--- config.mk ---
export PLATFORM = sky130hd
export DESIGN_NAME = dual_bank_cache
export DESIGN_NICKNAME = d
export VERILOG_FILES = /design/src/rtl/dbc_pkg.sv /design/src/rtl/dbc_ctrl.sv /design/src/rtl/dbc_datapath.sv /design/src/rtl/dual_bank_cache.sv
export SDC_FILE = /design/constraint.sdc
export NUM_CORES = 2
export LEC_CHECK = 0
export BUFFER_PORTS_ARGS = -buffer_cell sky130_fd_sc_hd__buf_2
export CAP_MARGIN = 0
export CELL_PAD_IN_SITES_DETAIL_PLACEMENT = 2
export CELL_PAD_IN_SITES_GLOBAL_PLACEMENT = 2
export CORE_MARGIN = 1.5
export CORE_UTILIZATION = 36
export CTS_BUF_LIST = sky130_fd_sc_hd__clkbuf_2
export DETAILED_ROUTE_END_ITERATION = 16
export HOLD_SLACK_MARGIN = 0.08
export PLACE_DENSITY_LB_ADDON = 0.08
export SLEW_MARGIN = 20
export SYNTH_ARGS = -nofsm -noshare
export SYNTH_HDL_FRONTEND = slang
export SYNTH_SLANG_ARGS = --single-unit
--- constraint.sdc ---
create_clock -name clk -period 1.9 [get_ports clk]
set_input_delay 0.38 -clock clk [delete_from_list [all_inputs] [get_ports clk]]
set_output_delay 0.38 -clock clk [all_outputs]
set_load 0.01 [all_outputs]
--- src/rtl/dbc_pkg.sv ---
package dbc_pkg;

  localparam int NUM_BANKS = 2;

  // Per-bank strobes from control to datapath; index 0 = even bank, 1 = odd bank.
  // Sel bits: 0 = port A owns the bank, 1 = port B owns it.
  typedef struct packed {
    logic [NUM_BANKS-1:0] rdEn;
    logic [NUM_BANKS-1:0] rdSel;
    logic [NUM_BANKS-1:0] wrEn;
    logic [NUM_BANKS-1:0] wrSel;
    logic                 rdDrop;
    logic                 wrDrop;
  } strobes_t;

endpackage

--- src/rtl/dbc_ctrl.sv ---
module dbc_ctrl
  import dbc_pkg::*;
(
  input  logic     clk,
  input  logic     rstN,
  input  logic     rdEnA,
  input  logic     rdBankA,
  input  logic     rdEnB,
  input  logic     rdBankB,
  input  logic     wrEnA,
  input  logic     wrBankA,
  input  logic     wrEnB,
  input  logic     wrBankB,
  output strobes_t strobes
);

  logic rdClash;
  logic wrClash;

  assign rdClash = rdEnA && rdEnB && (rdBankA == rdBankB);
  assign wrClash = wrEnA && wrEnB && (wrBankA == wrBankB);

  always_comb begin
    strobes        = '0;
    strobes.rdDrop = rdClash;
    strobes.wrDrop = wrClash;
    for (int b = 0; b < NUM_BANKS; b++) begin
      logic aRd, bRd, aWr, bWr;
      aRd = rdEnA && (int'(rdBankA) == b);
      bRd = rdEnB && (int'(rdBankB) == b) && !rdClash;
      aWr = wrEnA && (int'(wrBankA) == b);
      bWr = wrEnB && (int'(wrBankB) == b) && !wrClash;
      strobes.rdEn[b]  = aRd || bRd;
      strobes.rdSel[b] = !aRd;
      strobes.wrEn[b]  = aWr || bWr;
      strobes.wrSel[b] = !aWr;
    end
  end

  // Split traffic never reports a drop.
  assert_split_no_drop_R10: assert property (@(posedge clk) disable iff (!rstN)
    (!(rdEnA && rdEnB && rdBankA == rdBankB) && !(wrEnA && wrEnB && wrBankA == wrBankB))
      |-> !(strobes.rdDrop || strobes.wrDrop));

  // Port A write always owns its bank.
  assert_port_a_write_wins_R8: assert property (@(posedge clk) disable iff (!rstN)
    wrEnA |-> (strobes.wrEn[wrBankA] && !strobes.wrSel[wrBankA]));

endmodule

--- src/rtl/dbc_datapath.sv ---
module dbc_datapath
  import dbc_pkg::*;
#(
  parameter int ENTRIES = 32,
  parameter int WORD_W  = 26,
  localparam int ADDR_W = $clog2(ENTRIES),
  localparam int DEPTH  = ENTRIES / NUM_BANKS,
  localparam int IDX_W  = ADDR_W - 1
) (
  input  logic              clk,
  input  logic              rstN,
  input  strobes_t          strobes,
  input  logic              rdEnA,
  input  logic [ADDR_W-1:0] rdAddrA,
  input  logic              rdEnB,
  input  logic [ADDR_W-1:0] rdAddrB,
  input  logic [ADDR_W-1:0] wrAddrA,
  input  logic [WORD_W-1:0] wrDataA,
  input  logic [ADDR_W-1:0] wrAddrB,
  input  logic [WORD_W-1:0] wrDataB,
  output logic [WORD_W-1:0] rdDataA,
  output logic [WORD_W-1:0] rdDataB
);

  logic [WORD_W-1:0] bankRd [NUM_BANKS];

  for (genvar b = 0; b < NUM_BANKS; b++) begin : g_bank
    logic [WORD_W-1:0] store [DEPTH];
    logic [IDX_W-1:0]  rdIdx;
    logic [IDX_W-1:0]  wrIdx;
    logic [WORD_W-1:0] wrWord;

    assign rdIdx  = strobes.rdSel[b] ? rdAddrB[ADDR_W-1:1] : rdAddrA[ADDR_W-1:1];
    assign wrIdx  = strobes.wrSel[b] ? wrAddrB[ADDR_W-1:1] : wrAddrA[ADDR_W-1:1];
    assign wrWord = strobes.wrSel[b] ? wrDataB : wrDataA;

    always_comb bankRd[b] = store[rdIdx];

    always_ff @(posedge clk or negedge rstN) begin
      if (!rstN) begin
        for (int i = 0; i < DEPTH; i++) store[i] <= '0;
      end else if (strobes.wrEn[b]) begin
        store[wrIdx] <= wrWord;
      end
    end
  end

  always_ff @(posedge clk or negedge rstN) begin
    if (!rstN) begin
      rdDataA <= '0;
      rdDataB <= '0;
    end else begin
      if (rdEnA) rdDataA <= bankRd[rdAddrA[0]];
      if (rdEnB && !strobes.rdDrop) rdDataB <= bankRd[rdAddrB[0]];
    end
  end

  assert_drop_holds_b_R7: assert property (@(posedge clk) disable iff (!rstN)
    strobes.rdDrop |=> $stable(rdDataB));

  assert_idle_holds_a_R9: assert property (@(posedge clk) disable iff (!rstN)
    !rdEnA |=> $stable(rdDataA));

  assert_idle_holds_b_R9: assert property (@(posedge clk) disable iff (!rstN)
    !rdEnB |=> $stable(rdDataB));

  initial assert_depth_even_R2: assert (ENTRIES % NUM_BANKS == 0 && ENTRIES >= 4);

endmodule

--- src/rtl/dual_bank_cache.sv ---
module dual_bank_cache
  import dbc_pkg::*;
#(
  parameter int ENTRIES = 32,
  parameter int COMP_W  = 13,
  localparam int ADDR_W = $clog2(ENTRIES),
  localparam int WORD_W = 2 * COMP_W
) (
  input  logic              clk,
  input  logic              rstN,
  input  logic              rdEnA,
  input  logic [ADDR_W-1:0] rdAddrA,
  input  logic              rdEnB,
  input  logic [ADDR_W-1:0] rdAddrB,
  input  logic              wrEnA,
  input  logic [ADDR_W-1:0] wrAddrA,
  input  logic [WORD_W-1:0] wrDataA,
  input  logic              wrEnB,
  input  logic [ADDR_W-1:0] wrAddrB,
  input  logic [WORD_W-1:0] wrDataB,
  output logic [WORD_W-1:0] rdDataA,
  output logic [WORD_W-1:0] rdDataB,
  output logic              conflict
);

  strobes_t strobes;

  dbc_ctrl u_ctrl (
    .clk     (clk),
    .rstN    (rstN),
    .rdEnA   (rdEnA),
    .rdBankA (rdAddrA[0]),
    .rdEnB   (rdEnB),
    .rdBankB (rdAddrB[0]),
    .wrEnA   (wrEnA),
    .wrBankA (wrAddrA[0]),
    .wrEnB   (wrEnB),
    .wrBankB (wrAddrB[0]),
    .strobes (strobes)
  );

  dbc_datapath #(.ENTRIES(ENTRIES), .WORD_W(WORD_W)) u_datapath (
    .clk     (clk),
    .rstN    (rstN),
    .strobes (strobes),
    .rdEnA   (rdEnA),
    .rdAddrA (rdAddrA),
    .rdEnB   (rdEnB),
    .rdAddrB (rdAddrB),
    .wrAddrA (wrAddrA),
    .wrDataA (wrDataA),
    .wrAddrB (wrAddrB),
    .wrDataB (wrDataB),
    .rdDataA (rdDataA),
    .rdDataB (rdDataB)
  );

  assign conflict = strobes.rdDrop || strobes.wrDrop;

endmodule

# Word-level counts from Yosys, hierarchy flattened
# Cells that the tools add are included.
# op_classes
n_lt_le_gt_ge	8
n_eq_ne	2
n_mux	24
bitwise_logic	9
n_reduce_logical	20
# ops
op	count
$bwmux 416	2
$mux 26	14
$bmux 26 s4	2
$demux 26 s4	2
$ge 5x5->1 const B	4
$not 4->5	4
$mux 4	4
$logic_and 1x1->1	15
$lt 5x1->1 const B	2
$ge 2x2->1 const B	2
$not 1->2	2
$logic_or 1x1->1	3
$not 1->1	3
$eq 1x1->1	2
$logic_not 1->1	2
# totals
ff_bits	884
inputBits	78
output_inout_bits	53
word_cells	97

# Longest topological paths before layout
# depth
depth_word	10
depth_mapped	11
ltp_nobuf	6

# By module
# Synthesis repeated with hierarchy kept, for this count alone.
# unflattened
cells_unflattened	3840
hier_area_um2	39093.7
# by_module_without_submodules
mod	n_inst	cells_per_inst	area_per_inst_um2	seq_area_each_um2
dbc_datapath	1	3821	38989.9	22121.2
dbc_ctrl	1	18	97.6	0.0
dual_bank_cache	1	1	6.3	0.0

# Worst setup path after synthesis
# OpenSTA, ideal clock, no wires.
# synth_path
path_kind	in2reg
start	in rdAddrA[0]
end	reg u_datapath.rdDataB[7]
setup_time_ps	129
arrival_time_ps	2103
t_required_ps	1771
path_slack_ps	-332
path_stages	10
path_buffers	4
path_cell_list	buf_4 -> nand2b_1 -> buf_6 -> a21oi_4 -> buf_6 -> buf_4 -> mux2i_1 -> o22ai_1 -> o41ai_1 -> o21ai_1
# synth_via
elab_chain_len	10
elab_cells_between_ends	20
cone_classes	eq/ne (1); mux (11); bitwise (3); reduce/logical (5)
# synth_rtl
element	line_no	text
start, declared	dual_bank_cache.sv:12	input logic [ADDR_W-1:0] rdAddrA,
$not 1->1	dbc_ctrl.sv:29	aRd = rdEnA && (int'(rdBankA) == b);
$logic_and 1x1->1	dbc_ctrl.sv:29	
$mux 4	dbc_datapath.sv:33	assign rdIdx = strobes.rdSel[b] ? rdAddrB[ADDR_W-1:1] : rdAddrA[ADDR_W-1:1];
$not 4->5 (not written as such)	dbc_datapath.sv:37	always_comb bankRd[b] = store[rdIdx];
$bmux 26 s4	dbc_datapath.sv:37	
$mux 26 (not written as such) (2 in series)	dbc_datapath.sv:37	
$mux 26 (not written as such) (3 in series)	dbc_datapath.sv:54	if (rdEnB && !strobes.rdDrop) rdDataB <= bankRd[rdAddrB[0]];
end signal, assigned	dbc_datapath.sv:54	
end, declared	dbc_datapath.sv:22	output logic [WORD_W-1:0] rdDataB
# Parallel ways exist; a longest one is shown, timed or not. The select of a mux whose other input is x is not followed.
# A chain may end at the register's enable or synchronous reset.

# Worst setup path in the final report
# layout_path
start	in rdEnA
end	out conflict
# layout_via
elab_chain_len	3
# layout_rtl
element	line_no	text
start, declared	dual_bank_cache.sv:11	input logic rdEnA,
$logic_and 1x1->1 (2 in series)	dbc_ctrl.sv:20	assign rdClash = rdEnA && rdEnB && (rdBankA == rdBankB);
$logic_or 1x1->1	dual_bank_cache.sv:58	assign conflict = strobes.rdDrop || strobes.wrDrop;
end, declared	dual_bank_cache.sv:23	output logic conflict
# No other way between the ends.

==> impl_results.md <==
- Part of the cycle the worst path needs: 150%
- CTS tree: built
- Total CTS buffers: 275
- Slowest-stage cell, CP: dlygate4sd3_1
- Commonest non-fill, non-tap cell in the layout: dfrtp_1
- IO Count: 131
- Vias in the first global route: 43.7k
- Worst setup margin: -0.945 ns
- Gp weighted congestion: 0.868
- RSZ-0062 raised after global routing: true
- Residual DRC: 0
- Met1 Track Usage GR: 43.0%
- Syn_nets: 4402
- Die area: 0.116 mm²
- Synth Flop Type: dfrtp_1
- Final min period: 2.85 ns
- Fillcell total: between 10k and 15k
- Ys async rst share: 100%
- CP arrival: 2.47 ns
- DP HPWL: 118000 µm
- FF/Latch Area: 0.0222 mm²
- Final hold violations: 0
- Worst-Margin Slew: around 1.2 ns
- Outcome: complete, but fails checks
- Row cnt: between 100 and 150
- TritonCTS Sinks: 884
- Final Power: 58.8 mW
- Yosys reg bits: ~880
- Met3 GRT Util: 5.28%
- Worst stage delay on the critical path: 1.13 ns
- Slew Limit Fails: 0
- Post-synth EDFFs: 0
- Library cells used by synthesis: approximately 60
- Failing checks: negative setup slack
- Gr usage total: 32.4%
- Reg clk slew, reported paths: 0.11 ns
- Most frequent cells in the layout: dfrtp_1 (856), nand2_1 (538), o21ai_0 (479), buf_4 (470), nor2_1 (426)
- P_leak: 24.8 nW
- Worst Setup Start Kind: input port
- Seq/Total Area, Yosys: 53.9%
- Max Cap Viol: 0
- YS warnings: 0
- Clk_lat worst skew: 1.69 ns
- Die width: 341 µm
- Nets: 5237
- Worst EP required: 1.52 ns
- Final setup fails: 115
- DR vias/cell: 5.73
- Final Util: between 40% and 50%
- Port buffer count: 130
- Starting Density: 36.4%
- Antenna-violating nets left: 0
- Power Density: roughly 1100 mW/mm²
- Total Neg Setup Slack: -70.56 ns
- Largest fanout on the critical path: 16
- Core Footprint: 0.113 mm²
- Layout cells sized above 1: 25.2%
- First-pass GRT wire length: between 200000 and 300000 µm
- Fmax: 351 MHz
- Root buffer cell: clkbuf_2
- Syn Area/Cell: 9.49 µm²
- Total Wirelength: 191000 µm
- Antenna violations before repair: 6
- WS Path Type: in -> out
- Cell family with most CP delay: buffers and inverters
- Cell count after synthesis: 4324
- Crit-path cells: buf_4, dlygate4sd3_1, buf_12, nand2_2, o21ai_2, buf_6, buf_2
- Largest net degree at the start of global routing: between 70 and 80
- Layout Area Growth over Synthesis: 30.8%
- CTS H-tree lvls: 5
- Max Clock Skew: 0.125 ns
- Busiest grt layer: met2
- Gr ovfl total: 0
- Vias: 39.1k
- Worst min path class: in -> reg
- Pre-Repair DR Iteration Count: 7
- Grt met2 use: 52.6%
- Initial DRC count: ~2.5k
- Crit path buf inv count: 5
- Multi-input gate area: 0.0175 mm²
- Syn Std Cell Area: about 0.041 mm²
- CTS Buffer Depth: 4
- CP endpoint kind: output pin
- WL per Instance: about 28 µm
- Worst rel slew slack: 19.4%
- Peak supply drop: 543 µV
- Die Height: 341 µm
## through the flow
stage / area (µm²) / worst slack (ns) / std cells / hold WS, ns
after floorplan: 41300 / -0.292 / 4324 / 0.0844
after global placement: 48500 / -1.41 / 6153 / 0.320
after detailed placement: 48500 / -1.46 / 6153 / 0.323
after CTS: 53300 / -0.998 / 6807 / 0.0817
after global routing: 53700 / -0.968 / 6818 / 0.116
final: 53700 / -0.945 / 6822 / 0.165
## Yosys cell counts (49+ instances only)
cell type | n | area, µm²
nor4_1 | 78 | 488
and3_1 | 82 | 513
buf_2 | 97 | 485
a211oi_1 | 264 | 1980
inv_1 | 94 | 353
nor4b_1 | 49 | 429
nor2_1 | 435 | 1630
nand2_1 | 551 | 2070
mux2i_1 | 288 | 2880
dfrtp_1 | 884 | 22100
o21ai_0 | 482 | 2410
clkbuf_1 | 271 | 1020
o22ai_1 | 103 | 644
a21oi_1 | 399 | 2000
## where the power goes
group	internal, mW	total, mW	switching, mW
Sequential	24.6	28.7	4.09
Clock	5.41	14.6	9.16
Combinational	6.86	15.6	8.76
Total	36.8	58.8	22.0
## state kept, by name (all words and copies together) (netlist names)
register	flops
u_datapath.g_bank.store	832
u_datapath.rdDataA	26
u_datapath.rdDataB	26
## metal layers
| layer | up-vias | wire (µm) |
|---|---|---|
| li1 | 17100 | - |
| met1 | 20400 | 83900 |
| met2 | 1187 | 89600 |
| met3 | 472 | 9780 |
| met4 | 0 | 7600 |
| met5 | - | 0 |
## kinds of logic after synthesis
family,Yosys count,share of synthesized area [%]
flops,884,53.9
simple gates,1276,13.8
xor+xnor,2,0.0427
compound gates,1365,19.4
buf+inv,491,5.13
mux,306,7.71
## repair_timing
action / in CTS / in global routing
setup buffers: 16 / 15
pin swaps: 1 / 7
cloned: 0 / 3
endpoints found under the hold margin: 1768 / 458
setup endpoints to repair: 84 / 626
gates resized for setup: 105 / 58
hold buffers: 207 / 12
## tightest hold or removal path, stage by stage
cell and delay (ns):
buf_4 0.14, a211o_1 0.35, o31ai_4 0.10, buf_12 0.14
a31o_2 0.17, nor4_2 0.07, nor4b_1 0.35, a211oi_1 0.12
## area by class of cell
cell class                      instances  share of cell area (%)
Antenna cell                            9                  0.0420
Clock buffer                          393                    3.66
Clock inverter                         38                   0.270
Multi-Input combinational cell       2949                    32.6
Timing Repair Buffer                  955                    18.0
Tap cell                             1500                    3.50
Inverter                               94                   0.657
Sequential cell                       884                    41.3
## path summary, 6_finish.rpt
path	from	to	slack, ns	cells after the start
setup / recovery	rdEnA	conflict	-0.95	7
hold / removal	rdEnA	u_datapath.rdDataA[22]	0.17	8
setup reg to reg	u_datapath.g_bank[0].store[297]	u_datapath.rdDataA[11]	0.05	8
hold reg to reg	u_datapath.g_bank[1].store[308]	u_datapath.g_bank[1].store[308]	0.48	2
max in group asynchronous	rstN	u_datapath.g_bank[0].store[413]	0.69	7
min in group asynchronous	rstN	u_datapath.g_bank[1].store[212]	0.32	5
No activity file was read; power rests on OpenSTA's default activity.
